[config.mk]
export PLATFORM = sky130hd
export DESIGN_NAME = lpm_trie_pipe
export DESIGN_NICKNAME = d
export VERILOG_FILES = /design/src/rtl/lpm_trie_pkg.sv /design/src/rtl/trie_node_mem.sv /design/src/rtl/trie_step.sv /design/src/rtl/trie_stage.sv /design/src/rtl/lpm_trie_pipe.sv
export SDC_FILE = /design/constraint.sdc
export NUM_CORES = 2
export LEC_CHECK = 0
export BUFFER_PORTS_ARGS = -buffer_cell sky130_fd_sc_hd__buf_2
export CORE_MARGIN = 2
export CORE_UTILIZATION = 25
export DETAILED_ROUTE_END_ITERATION = 10
export GPL_ROUTABILITY_DRIVEN = 0
export GPL_TIMING_DRIVEN = 0
export PLACE_DENSITY = 0.39
export SETUP_SLACK_MARGIN = 0.3
export SLEW_MARGIN = 20
export SYNTH_ARGS = -nofsm -noshare
export SYNTH_HDL_FRONTEND = slang
export SYNTH_SLANG_ARGS = --single-unit
[constraint.sdc]
create_clock -name clk_i -period 3.01 [get_ports clk_i]
set_input_delay 0 -clock clk_i [delete_from_list [all_inputs] [get_ports clk_i]]
set_output_delay 0 -clock clk_i [all_outputs]
set_load 0.05 [all_outputs]
[src/rtl/lpm_trie_pkg.sv]
package lpm_trie_pkg;
  localparam int unsigned DEF_STAGES = 6;
  localparam int unsigned DEF_ADDR_W = 8;
  localparam int unsigned DEF_IDX_W  = 4;
  localparam int unsigned DEF_HOP_W  = 4;

  typedef enum logic {
    BR_LEFT  = 1'b0,
    BR_RIGHT = 1'b1
  } branch_e;
endpackage

[src/rtl/trie_node_mem.sv]
module trie_node_mem #(
  parameter int unsigned IDX_W = 4,
  parameter int unsigned PTR_W = 7,
  parameter int unsigned HOP_W = 4,
  parameter logic [PTR_W-1:0] NULL_PTR = '0,
  localparam int unsigned ENTRIES = 1 << IDX_W
) (
  input  logic             clk_i,
  input  logic             rst_ni,
  input  logic             we_i,
  input  logic [IDX_W-1:0] widx_i,
  input  logic [PTR_W-1:0] wleft_i,
  input  logic [PTR_W-1:0] wright_i,
  input  logic             whas_i,
  input  logic [HOP_W-1:0] whop_i,
  input  logic [IDX_W-1:0] ridx_i,
  output logic [PTR_W-1:0] rleft_o,
  output logic [PTR_W-1:0] rright_o,
  output logic             rhas_o,
  output logic [HOP_W-1:0] rhop_o
);
  logic [PTR_W-1:0] left_q  [ENTRIES];
  logic [PTR_W-1:0] right_q [ENTRIES];
  logic             has_q   [ENTRIES];
  logic [HOP_W-1:0] hop_q   [ENTRIES];

  always_ff @(posedge clk_i or negedge rst_ni) begin
    if (!rst_ni) begin
      for (int i = 0; i < ENTRIES; i++) begin
        left_q[i]  <= NULL_PTR;
        right_q[i] <= NULL_PTR;
        has_q[i]   <= 1'b0;
        hop_q[i]   <= '0;
      end
    end else if (we_i) begin
      left_q[widx_i]  <= wleft_i;
      right_q[widx_i] <= wright_i;
      has_q[widx_i]   <= whas_i;
      hop_q[widx_i]   <= whop_i;
    end
  end

  // asynchronous read: a node visit costs a single cycle
  assign rleft_o  = left_q[ridx_i];
  assign rright_o = right_q[ridx_i];
  assign rhas_o   = has_q[ridx_i];
  assign rhop_o   = hop_q[ridx_i];
endmodule

[src/rtl/trie_step.sv]
module trie_step
  import lpm_trie_pkg::*;
#(
  parameter int unsigned ADDR_W = 8,
  parameter int unsigned PTR_W  = 7,
  parameter int unsigned HOP_W  = 4,
  parameter int unsigned DEP_W  = 4,
  parameter logic [PTR_W-1:0] NULL_PTR = '0
) (
  input  logic [ADDR_W-1:0] addr_i,
  input  logic [DEP_W-1:0]  depth_i,
  input  logic [HOP_W-1:0]  hop_i,
  input  logic [PTR_W-1:0]  node_left_i,
  input  logic [PTR_W-1:0]  node_right_i,
  input  logic              node_has_i,
  input  logic [HOP_W-1:0]  node_hop_i,
  output logic [PTR_W-1:0]  nxt_ptr_o,
  output logic [DEP_W-1:0]  nxt_depth_o,
  output logic [HOP_W-1:0]  nxt_hop_o
);
  branch_e dir;

  always_comb begin
    dir = BR_LEFT;
    for (int b = 0; b < ADDR_W; b++) begin
      if (int'(depth_i) == b) dir = branch_e'(addr_i[ADDR_W-1-b]);
    end
  end

  always_comb begin
    nxt_hop_o = node_has_i ? node_hop_i : hop_i;
    if (int'(depth_i) >= int'(ADDR_W)) begin
      // all address bits used: the walk ends here
      nxt_ptr_o   = NULL_PTR;
      nxt_depth_o = depth_i;
    end else begin
      nxt_ptr_o   = (dir == BR_RIGHT) ? node_right_i : node_left_i;
      nxt_depth_o = depth_i + DEP_W'(1);
    end
  end
endmodule

[src/rtl/trie_stage.sv]
module trie_stage #(
  parameter int unsigned STAGE_ID   = 0,
  parameter int unsigned NUM_STAGES = 6,
  parameter int unsigned ADDR_W     = 8,
  parameter int unsigned IDX_W      = 4,
  parameter int unsigned HOP_W      = 4,
  localparam int unsigned TAG_W = $clog2(NUM_STAGES + 1),
  localparam int unsigned PTR_W = TAG_W + IDX_W,
  localparam int unsigned DEP_W = $clog2(ADDR_W + 1)
) (
  input  logic              clk_i,
  input  logic              rst_ni,
  input  logic              in_valid_i,
  input  logic [ADDR_W-1:0] in_addr_i,
  input  logic [PTR_W-1:0]  in_ptr_i,
  input  logic [DEP_W-1:0]  in_depth_i,
  input  logic [HOP_W-1:0]  in_hop_i,
  input  logic              in_wvalid_i,
  input  logic [TAG_W-1:0]  in_wstage_i,
  input  logic [IDX_W-1:0]  in_widx_i,
  input  logic [PTR_W-1:0]  in_wleft_i,
  input  logic [PTR_W-1:0]  in_wright_i,
  input  logic              in_whas_i,
  input  logic [HOP_W-1:0]  in_whop_i,
  output logic              out_valid_o,
  output logic [ADDR_W-1:0] out_addr_o,
  output logic [PTR_W-1:0]  out_ptr_o,
  output logic [DEP_W-1:0]  out_depth_o,
  output logic [HOP_W-1:0]  out_hop_o,
  output logic              out_wvalid_o,
  output logic [TAG_W-1:0]  out_wstage_o,
  output logic [IDX_W-1:0]  out_widx_o,
  output logic [PTR_W-1:0]  out_wleft_o,
  output logic [PTR_W-1:0]  out_wright_o,
  output logic              out_whas_o,
  output logic [HOP_W-1:0]  out_whop_o
);
  localparam logic [PTR_W-1:0] NULL_PTR = {TAG_W'(NUM_STAGES), IDX_W'(0)};

  logic             visit, wr_here;
  logic [PTR_W-1:0] nd_left, nd_right, nx_ptr;
  logic             nd_has;
  logic [HOP_W-1:0] nd_hop, nx_hop;
  logic [DEP_W-1:0] nx_depth;

  assign visit   = in_valid_i && (in_ptr_i[PTR_W-1 -: TAG_W] == TAG_W'(STAGE_ID));
  assign wr_here = in_wvalid_i && (in_wstage_i == TAG_W'(STAGE_ID));

  trie_node_mem #(
    .IDX_W(IDX_W), .PTR_W(PTR_W), .HOP_W(HOP_W), .NULL_PTR(NULL_PTR)
  ) u_mem (
    .clk_i    (clk_i),
    .rst_ni   (rst_ni),
    .we_i     (wr_here),
    .widx_i   (in_widx_i),
    .wleft_i  (in_wleft_i),
    .wright_i (in_wright_i),
    .whas_i   (in_whas_i),
    .whop_i   (in_whop_i),
    .ridx_i   (in_ptr_i[IDX_W-1:0]),
    .rleft_o  (nd_left),
    .rright_o (nd_right),
    .rhas_o   (nd_has),
    .rhop_o   (nd_hop)
  );

  trie_step #(
    .ADDR_W(ADDR_W), .PTR_W(PTR_W), .HOP_W(HOP_W), .DEP_W(DEP_W), .NULL_PTR(NULL_PTR)
  ) u_step (
    .addr_i       (in_addr_i),
    .depth_i      (in_depth_i),
    .hop_i        (in_hop_i),
    .node_left_i  (nd_left),
    .node_right_i (nd_right),
    .node_has_i   (nd_has),
    .node_hop_i   (nd_hop),
    .nxt_ptr_o    (nx_ptr),
    .nxt_depth_o  (nx_depth),
    .nxt_hop_o    (nx_hop)
  );

  always_ff @(posedge clk_i or negedge rst_ni) begin
    if (!rst_ni) begin
      out_valid_o  <= 1'b0;
      out_addr_o   <= '0;
      out_ptr_o    <= NULL_PTR;
      out_depth_o  <= '0;
      out_hop_o    <= '0;
      out_wvalid_o <= 1'b0;
      out_wstage_o <= '0;
      out_widx_o   <= '0;
      out_wleft_o  <= NULL_PTR;
      out_wright_o <= NULL_PTR;
      out_whas_o   <= 1'b0;
      out_whop_o   <= '0;
    end else begin
      out_valid_o  <= in_valid_i;
      out_addr_o   <= in_addr_i;
      out_ptr_o    <= visit ? nx_ptr   : in_ptr_i;
      out_depth_o  <= visit ? nx_depth : in_depth_i;
      out_hop_o    <= visit ? nx_hop   : in_hop_i;
      out_wvalid_o <= in_wvalid_i;
      out_wstage_o <= in_wstage_i;
      out_widx_o   <= in_widx_i;
      out_wleft_o  <= in_wleft_i;
      out_wright_o <= in_wright_i;
      out_whas_o   <= in_whas_i;
      out_whop_o   <= in_whop_i;
    end
  end
endmodule

[src/rtl/lpm_trie_pipe.sv]
module lpm_trie_pipe
  import lpm_trie_pkg::*;
#(
  parameter int unsigned NUM_STAGES = DEF_STAGES,
  parameter int unsigned ADDR_W     = DEF_ADDR_W,
  parameter int unsigned IDX_W      = DEF_IDX_W,
  parameter int unsigned HOP_W      = DEF_HOP_W,
  localparam int unsigned TAG_W = $clog2(NUM_STAGES + 1),
  localparam int unsigned PTR_W = TAG_W + IDX_W,
  localparam int unsigned DEP_W = $clog2(ADDR_W + 1)
) (
  input  logic              clk_i,
  input  logic              rst_ni,
  input  logic              lkp_valid_i,
  input  logic [ADDR_W-1:0] lkp_addr_i,
  input  logic              upd_valid_i,
  input  logic [TAG_W-1:0]  upd_stage_i,
  input  logic [IDX_W-1:0]  upd_index_i,
  input  logic [PTR_W-1:0]  upd_left_i,
  input  logic [PTR_W-1:0]  upd_right_i,
  input  logic              upd_has_hop_i,
  input  logic [HOP_W-1:0]  upd_hop_i,
  output logic              res_valid_o,
  output logic [HOP_W-1:0]  res_hop_o
);
  // slot 0 is the entry point, slot s+1 is the register of stage s
  logic [NUM_STAGES:0]             sl_valid;
  logic [NUM_STAGES:0][ADDR_W-1:0] sl_addr;
  logic [NUM_STAGES:0][PTR_W-1:0]  sl_ptr;
  logic [NUM_STAGES:0][DEP_W-1:0]  sl_depth;
  logic [NUM_STAGES:0][HOP_W-1:0]  sl_hop;
  logic [NUM_STAGES:0]             sl_wv;
  logic [NUM_STAGES:0][TAG_W-1:0]  sl_wst;
  logic [NUM_STAGES:0][IDX_W-1:0]  sl_widx;
  logic [NUM_STAGES:0][PTR_W-1:0]  sl_wl;
  logic [NUM_STAGES:0][PTR_W-1:0]  sl_wr;
  logic [NUM_STAGES:0]             sl_wh;
  logic [NUM_STAGES:0][HOP_W-1:0]  sl_whop;

  assign sl_valid[0] = lkp_valid_i;
  assign sl_addr[0]  = lkp_addr_i;
  assign sl_ptr[0]   = '0;           // root: stage 0, index 0
  assign sl_depth[0] = '0;
  assign sl_hop[0]   = '0;
  assign sl_wv[0]    = upd_valid_i;
  assign sl_wst[0]   = upd_stage_i;
  assign sl_widx[0]  = upd_index_i;
  assign sl_wl[0]    = upd_left_i;
  assign sl_wr[0]    = upd_right_i;
  assign sl_wh[0]    = upd_has_hop_i;
  assign sl_whop[0]  = upd_hop_i;

  for (genvar s = 0; s < NUM_STAGES; s++) begin : g_stage
    trie_stage #(
      .STAGE_ID(s), .NUM_STAGES(NUM_STAGES), .ADDR_W(ADDR_W),
      .IDX_W(IDX_W), .HOP_W(HOP_W)
    ) u_stage (
      .clk_i        (clk_i),
      .rst_ni       (rst_ni),
      .in_valid_i   (sl_valid[s]),
      .in_addr_i    (sl_addr[s]),
      .in_ptr_i     (sl_ptr[s]),
      .in_depth_i   (sl_depth[s]),
      .in_hop_i     (sl_hop[s]),
      .in_wvalid_i  (sl_wv[s]),
      .in_wstage_i  (sl_wst[s]),
      .in_widx_i    (sl_widx[s]),
      .in_wleft_i   (sl_wl[s]),
      .in_wright_i  (sl_wr[s]),
      .in_whas_i    (sl_wh[s]),
      .in_whop_i    (sl_whop[s]),
      .out_valid_o  (sl_valid[s+1]),
      .out_addr_o   (sl_addr[s+1]),
      .out_ptr_o    (sl_ptr[s+1]),
      .out_depth_o  (sl_depth[s+1]),
      .out_hop_o    (sl_hop[s+1]),
      .out_wvalid_o (sl_wv[s+1]),
      .out_wstage_o (sl_wst[s+1]),
      .out_widx_o   (sl_widx[s+1]),
      .out_wleft_o  (sl_wl[s+1]),
      .out_wright_o (sl_wr[s+1]),
      .out_whas_o   (sl_wh[s+1]),
      .out_whop_o   (sl_whop[s+1])
    );
  end

  assign res_valid_o = sl_valid[NUM_STAGES];
  assign res_hop_o   = sl_valid[NUM_STAGES] ? sl_hop[NUM_STAGES] : '0;

  logic unused_tail;
  assign unused_tail = ^{sl_addr[NUM_STAGES], sl_ptr[NUM_STAGES], sl_depth[NUM_STAGES],
                         sl_wv[NUM_STAGES], sl_wst[NUM_STAGES], sl_widx[NUM_STAGES],
                         sl_wl[NUM_STAGES], sl_wr[NUM_STAGES], sl_wh[NUM_STAGES],
                         sl_whop[NUM_STAGES]};
endmodule

==> results_dict.tcl <==
set metrics [dict create \
    stdcell_count 7929 \
    cp_slowest_cell "nand2_2" \
    arrival_ns 3.44 \
    via_per_inst 4.54 \
    min_period_over_period 0.906 \
    track_usage 0.155 \
    setup_viol 0 \
    final_max_slew_viol_count 0 \
    ys.warnings.count 0 \
    synth_top_area_frac 0.475 \
    cts_sinks 1542 \
    die_h_um 519 \
    worst_slack_ns 0.284 \
    start_util 0.252 \
    max_stage_delay_ns 0.47 \
    drc 0 \
    grt_pass1_vias 39569 \
    clockBufferDepth 3 \
    grt_first_pass_wirelength_um 303000 \
    synth.largest_area_cell "dfrtp_1" \
    critPathLaunchType "flop" \
    cp_num_buf_inv 3 \
    dpl.hpwl_um 136000 \
    clock.fmax_mhz 367 \
    tightest_slew_ns 0.977 \
    numCtsBuffers 182 \
    skew_ns 0.0517 \
    path_clk_slew_ns 0.06 \
    fin_crit_ns 2.73 \
    tritoncts "done" \
    final_nets 4302 \
    path_cells "nor4bb_2 -> buf_4 -> and3_1 -> clkbuf_1 -> nand2_2 -> clkbuf_2 -> mux2_2" \
    synthTopCellsByArea "dfrtp_1 (47%), mux2_2 (23%), mux4_2 (13%)" \
    first_pass_iters 4 \
    rows 188 \
    p_leak_nw 35.3 \
    synth-seq-cells 1542 \
    synth_cell_types 57 \
    syn_area_per_cell_um2 17.0 \
    grt_overflow 0 \
    critPathKind "flop to flop" \
    clkLatencyLatePin_ns 0.84 \
    dp_worst_setup_slack_ns -0.811 \
    final.fill_count 26015 \
    hold_viol 0 \
    required_ns 3.72 \
    root_buffer "clkbuf_16" \
    area_growth_pct 20.7 \
    wl_per_cell_um 26.2 \
    rsz0062_at_grt "yes" \
    syn_area_um2 66200 \
    num_vias 36012 \
    grt_max_degree 128 \
    die-area_um2 269000 \
    dp_cells 7474 \
    fin_setup_tns_ns 0 \
    die_w_um 519 \
    fp.coreArea_um2 263000 \
    portBuffers 42 \
    synthFlopType "dfrtp_1" \
    dr.first_iter.drc_count 1728 \
    maxCapViolCount 0 \
    h-tree-depth 4 \
    ant_nets 0 \
    critical_path.endpoint_type "flop" \
    synth_edf_count 0 \
    vdd_drop_max_uv 575 \
    cp_top_family "buffers and inverters" \
    synth-async-reset-ratio 1.00 \
    synth_fp_nets 3936 \
    status "complete, no violations" \
    synthesis.instances 3888 \
    rrSetupSlack_ns 0.28 \
    slew_headroom 0.347 \
    wirelength_um 208000 \
    holdCritPathClass "primary input to flop" \
    antenna_found_initial 11 \
    multi_input_area_um2 26400 \
    crit_fanout 10 \
    io_pins 43 \
    yosysSeqAreaShare 0.588 \
    drive_gt1_frac 0.602 \
    power.density_nw_per_um2 629 \
    final-seq-area_um2 38900 \
]
timing repair:
| action | 4_1_cts | 5_1_grt |
|---|---|---|
| buffers inserted | 17 | 12 |
| resized for setup | 263 | 52 |
| gates cloned | 0 | 1 |
| hold endpoints to repair | 422 | 0 |
| hold buffers | 83 | 0 |
| pin swaps | 8 | 4 |
| endpoints found under the setup margin | 687 | 480 |
report_power, final:
part / total [W] / switching, W / internal, W
clock network: 0.0226 / 0.00945 / 0.0131
registers: 0.0234 / 0.000966 / 0.0225
logic: 0.00419 / 0.00194 / 0.00224
cell usage in the layout, fill, tap and decap left out, drive strengths merged, types with 3 or more instances in the layout:
cell | synthesis | final
mux2 | 1346 | 1346
dfrtp | 1256 | 1256
clkbuf | 186 | 472
mux4 | 387 | 387
dfstp | 286 | 286
buf | 81 | 192
dlygate4sd3 | 0 | 75
nand2 | 70 | 70
clkinv | 0 | 40
nor2 | 39 | 39
nor2b | 30 | 30
mux2i | 27 | 27
and3 | 16 | 16
o21ai | 16 | 16
a21oi | 13 | 13
inv | 8 | 12
a22oi | 10 | 10
ha | 10 | 10
nor3 | 10 | 10
nand2b | 9 | 9
nand3 | 9 | 9
and2 | 8 | 8
a221oi | 7 | 7
a211oi | 7 | 7
a22o | 6 | 6
a221o | 6 | 6
nand3b | 5 | 5
bufinv | 0 | 5
nor3b | 4 | 4
a31oi | 3 | 3
o21bai | 3 | 3
a21boi | 3 | 3
cell type report:
cell class / instances / area share
Timing Repair Buffer: 184 / 0.0270
Multi-Input combinational cell: 2071 / 0.331
Tap cell: 3515 / 0.0551
Inverter: 8 / 0.000376
Buffer: 265 / 0.0208
Sequential cell: 1542 / 0.488
Clock inverter: 51 / 0.00874
Antenna cell: 2 / 0.0000627
Clock buffer: 291 / 0.0693
per-stage QoR:
stage	hold WS, ns	power [W]	cell area [um^2]	utilization
2_1_floorplan	-0.296	0.0260	66200	-
3_3_place_gp	0.112	0.0278	70800	0.269
3_5_place_dp	-0.0195	0.0279	71600	0.272
4_1_cts	0.0750	0.0512	79600	0.303
5_1_grt	0.0759	0.0526	79900	0.304
6_report	0.103	0.0502	79900	0.304
path summary, 6_finish.rpt:
kind	from	end	depth (start not counted)
worst max-delay path	g_stage[0].u_stage.out_wstage_o[1]	g_stage[1].u_stage.u_mem.left_q[7]	7
worst min-delay path	upd_right_i[6]	g_stage[0].u_stage.u_mem.right_q[111]	3
worst max register to register	g_stage[0].u_stage.out_wstage_o[1]	g_stage[1].u_stage.u_mem.left_q[7]	7
worst min register to register	g_stage[1].u_stage.out_addr_o[3]	g_stage[2].u_stage.out_addr_o[3]	0
max in group asynchronous	rst_ni	g_stage[3].u_stage.u_mem.right_q[55]	12
min in group asynchronous	rst_ni	g_stage[4].u_stage.u_mem.has_q[2]	7
layer usage:
metal | GRT usage | part of all wire | up-vias
met1 | 0.212 | 0.46 | 19950
met2 | 0.258 | 0.49 | 467
met5 | 0 | 0 | -
met4 | 0.0371 | 0.021 | 0
met3 | 0.0221 | 0.027 | 235
li1 | - | - | 15360
cell families (layout without fill, tap and decap cells):
kind of cell,after synthesis,in the layout,synth area share
buffers and inverters,275,799,0.0178
DFF,1542,1542,0.588
other,0,2,0
and+or+nand+nor,216,216,0.0173
xor gates and xnor gates,2,2,0.000265
muxes,1760,1760,0.365
adders and majority gates,10,10,0.00189
AOI/OAI and AO/OA,83,83,0.00885
registers in the layout, indices dropped and copies added, names as in the netlist, 28 cells and up:
register and flops:
g_stage.u_stage.u_mem.right_q 455, g_stage.u_stage.u_mem.has_q 81, g_stage.u_stage.out_wleft_o 28, g_stage.u_stage.out_wright_o 28, g_stage.u_stage.u_mem.left_q 455, g_stage.u_stage.u_mem.hop_q 324, g_stage.u_stage.out_addr_o 32, g_stage.u_stage.out_ptr_o 35
cell usage after synthesis (2+ instances only):
| master | instances |
|---|---|
| a221o_1 | 6 |
| a22oi_1 | 10 |
| buf_1 | 14 |
| inv_1 | 8 |
| dfrtp_1 | 1256 |
| dfstp_2 | 286 |
| a221oi_1 | 7 |
| nand4b_1 | 2 |
| o31a_1 | 2 |
| buf_12 | 2 |
| nor2_2 | 2 |
| xnor2_1 | 2 |
| mux4_1 | 11 |
| a21boi_0 | 3 |
| nand2b_1 | 9 |
| nor4bb_1 | 2 |
| nand2_1 | 70 |
| nor3b_1 | 4 |
| buf_6 | 3 |
| nor3_1 | 2 |
| o21bai_1 | 3 |
| buf_4 | 6 |
| nor2b_1 | 30 |
| mux2_2 | 1346 |
| or3_1 | 2 |
| a211oi_1 | 7 |
| nor4_1 | 2 |
| a31oi_1 | 3 |
| mux4_2 | 376 |
| and3_1 | 16 |
| nand3b_1 | 5 |
| nor2_1 | 37 |
| a22o_1 | 6 |
| buf_2 | 56 |
| mux2i_1 | 27 |
| nand3_1 | 9 |
| and2_1 | 8 |
| clkbuf_1 | 186 |
| ha_1 | 10 |
| o21ai_0 | 16 |
| a21oi_1 | 13 |
| nor3_2 | 8 |
worst min-delay path, delay by kind of cell:
family,cells,cell delay (ns)
buffers and inverters,2,0.75
muxes,1,0.14
Power figures use the tool's default switching activity.
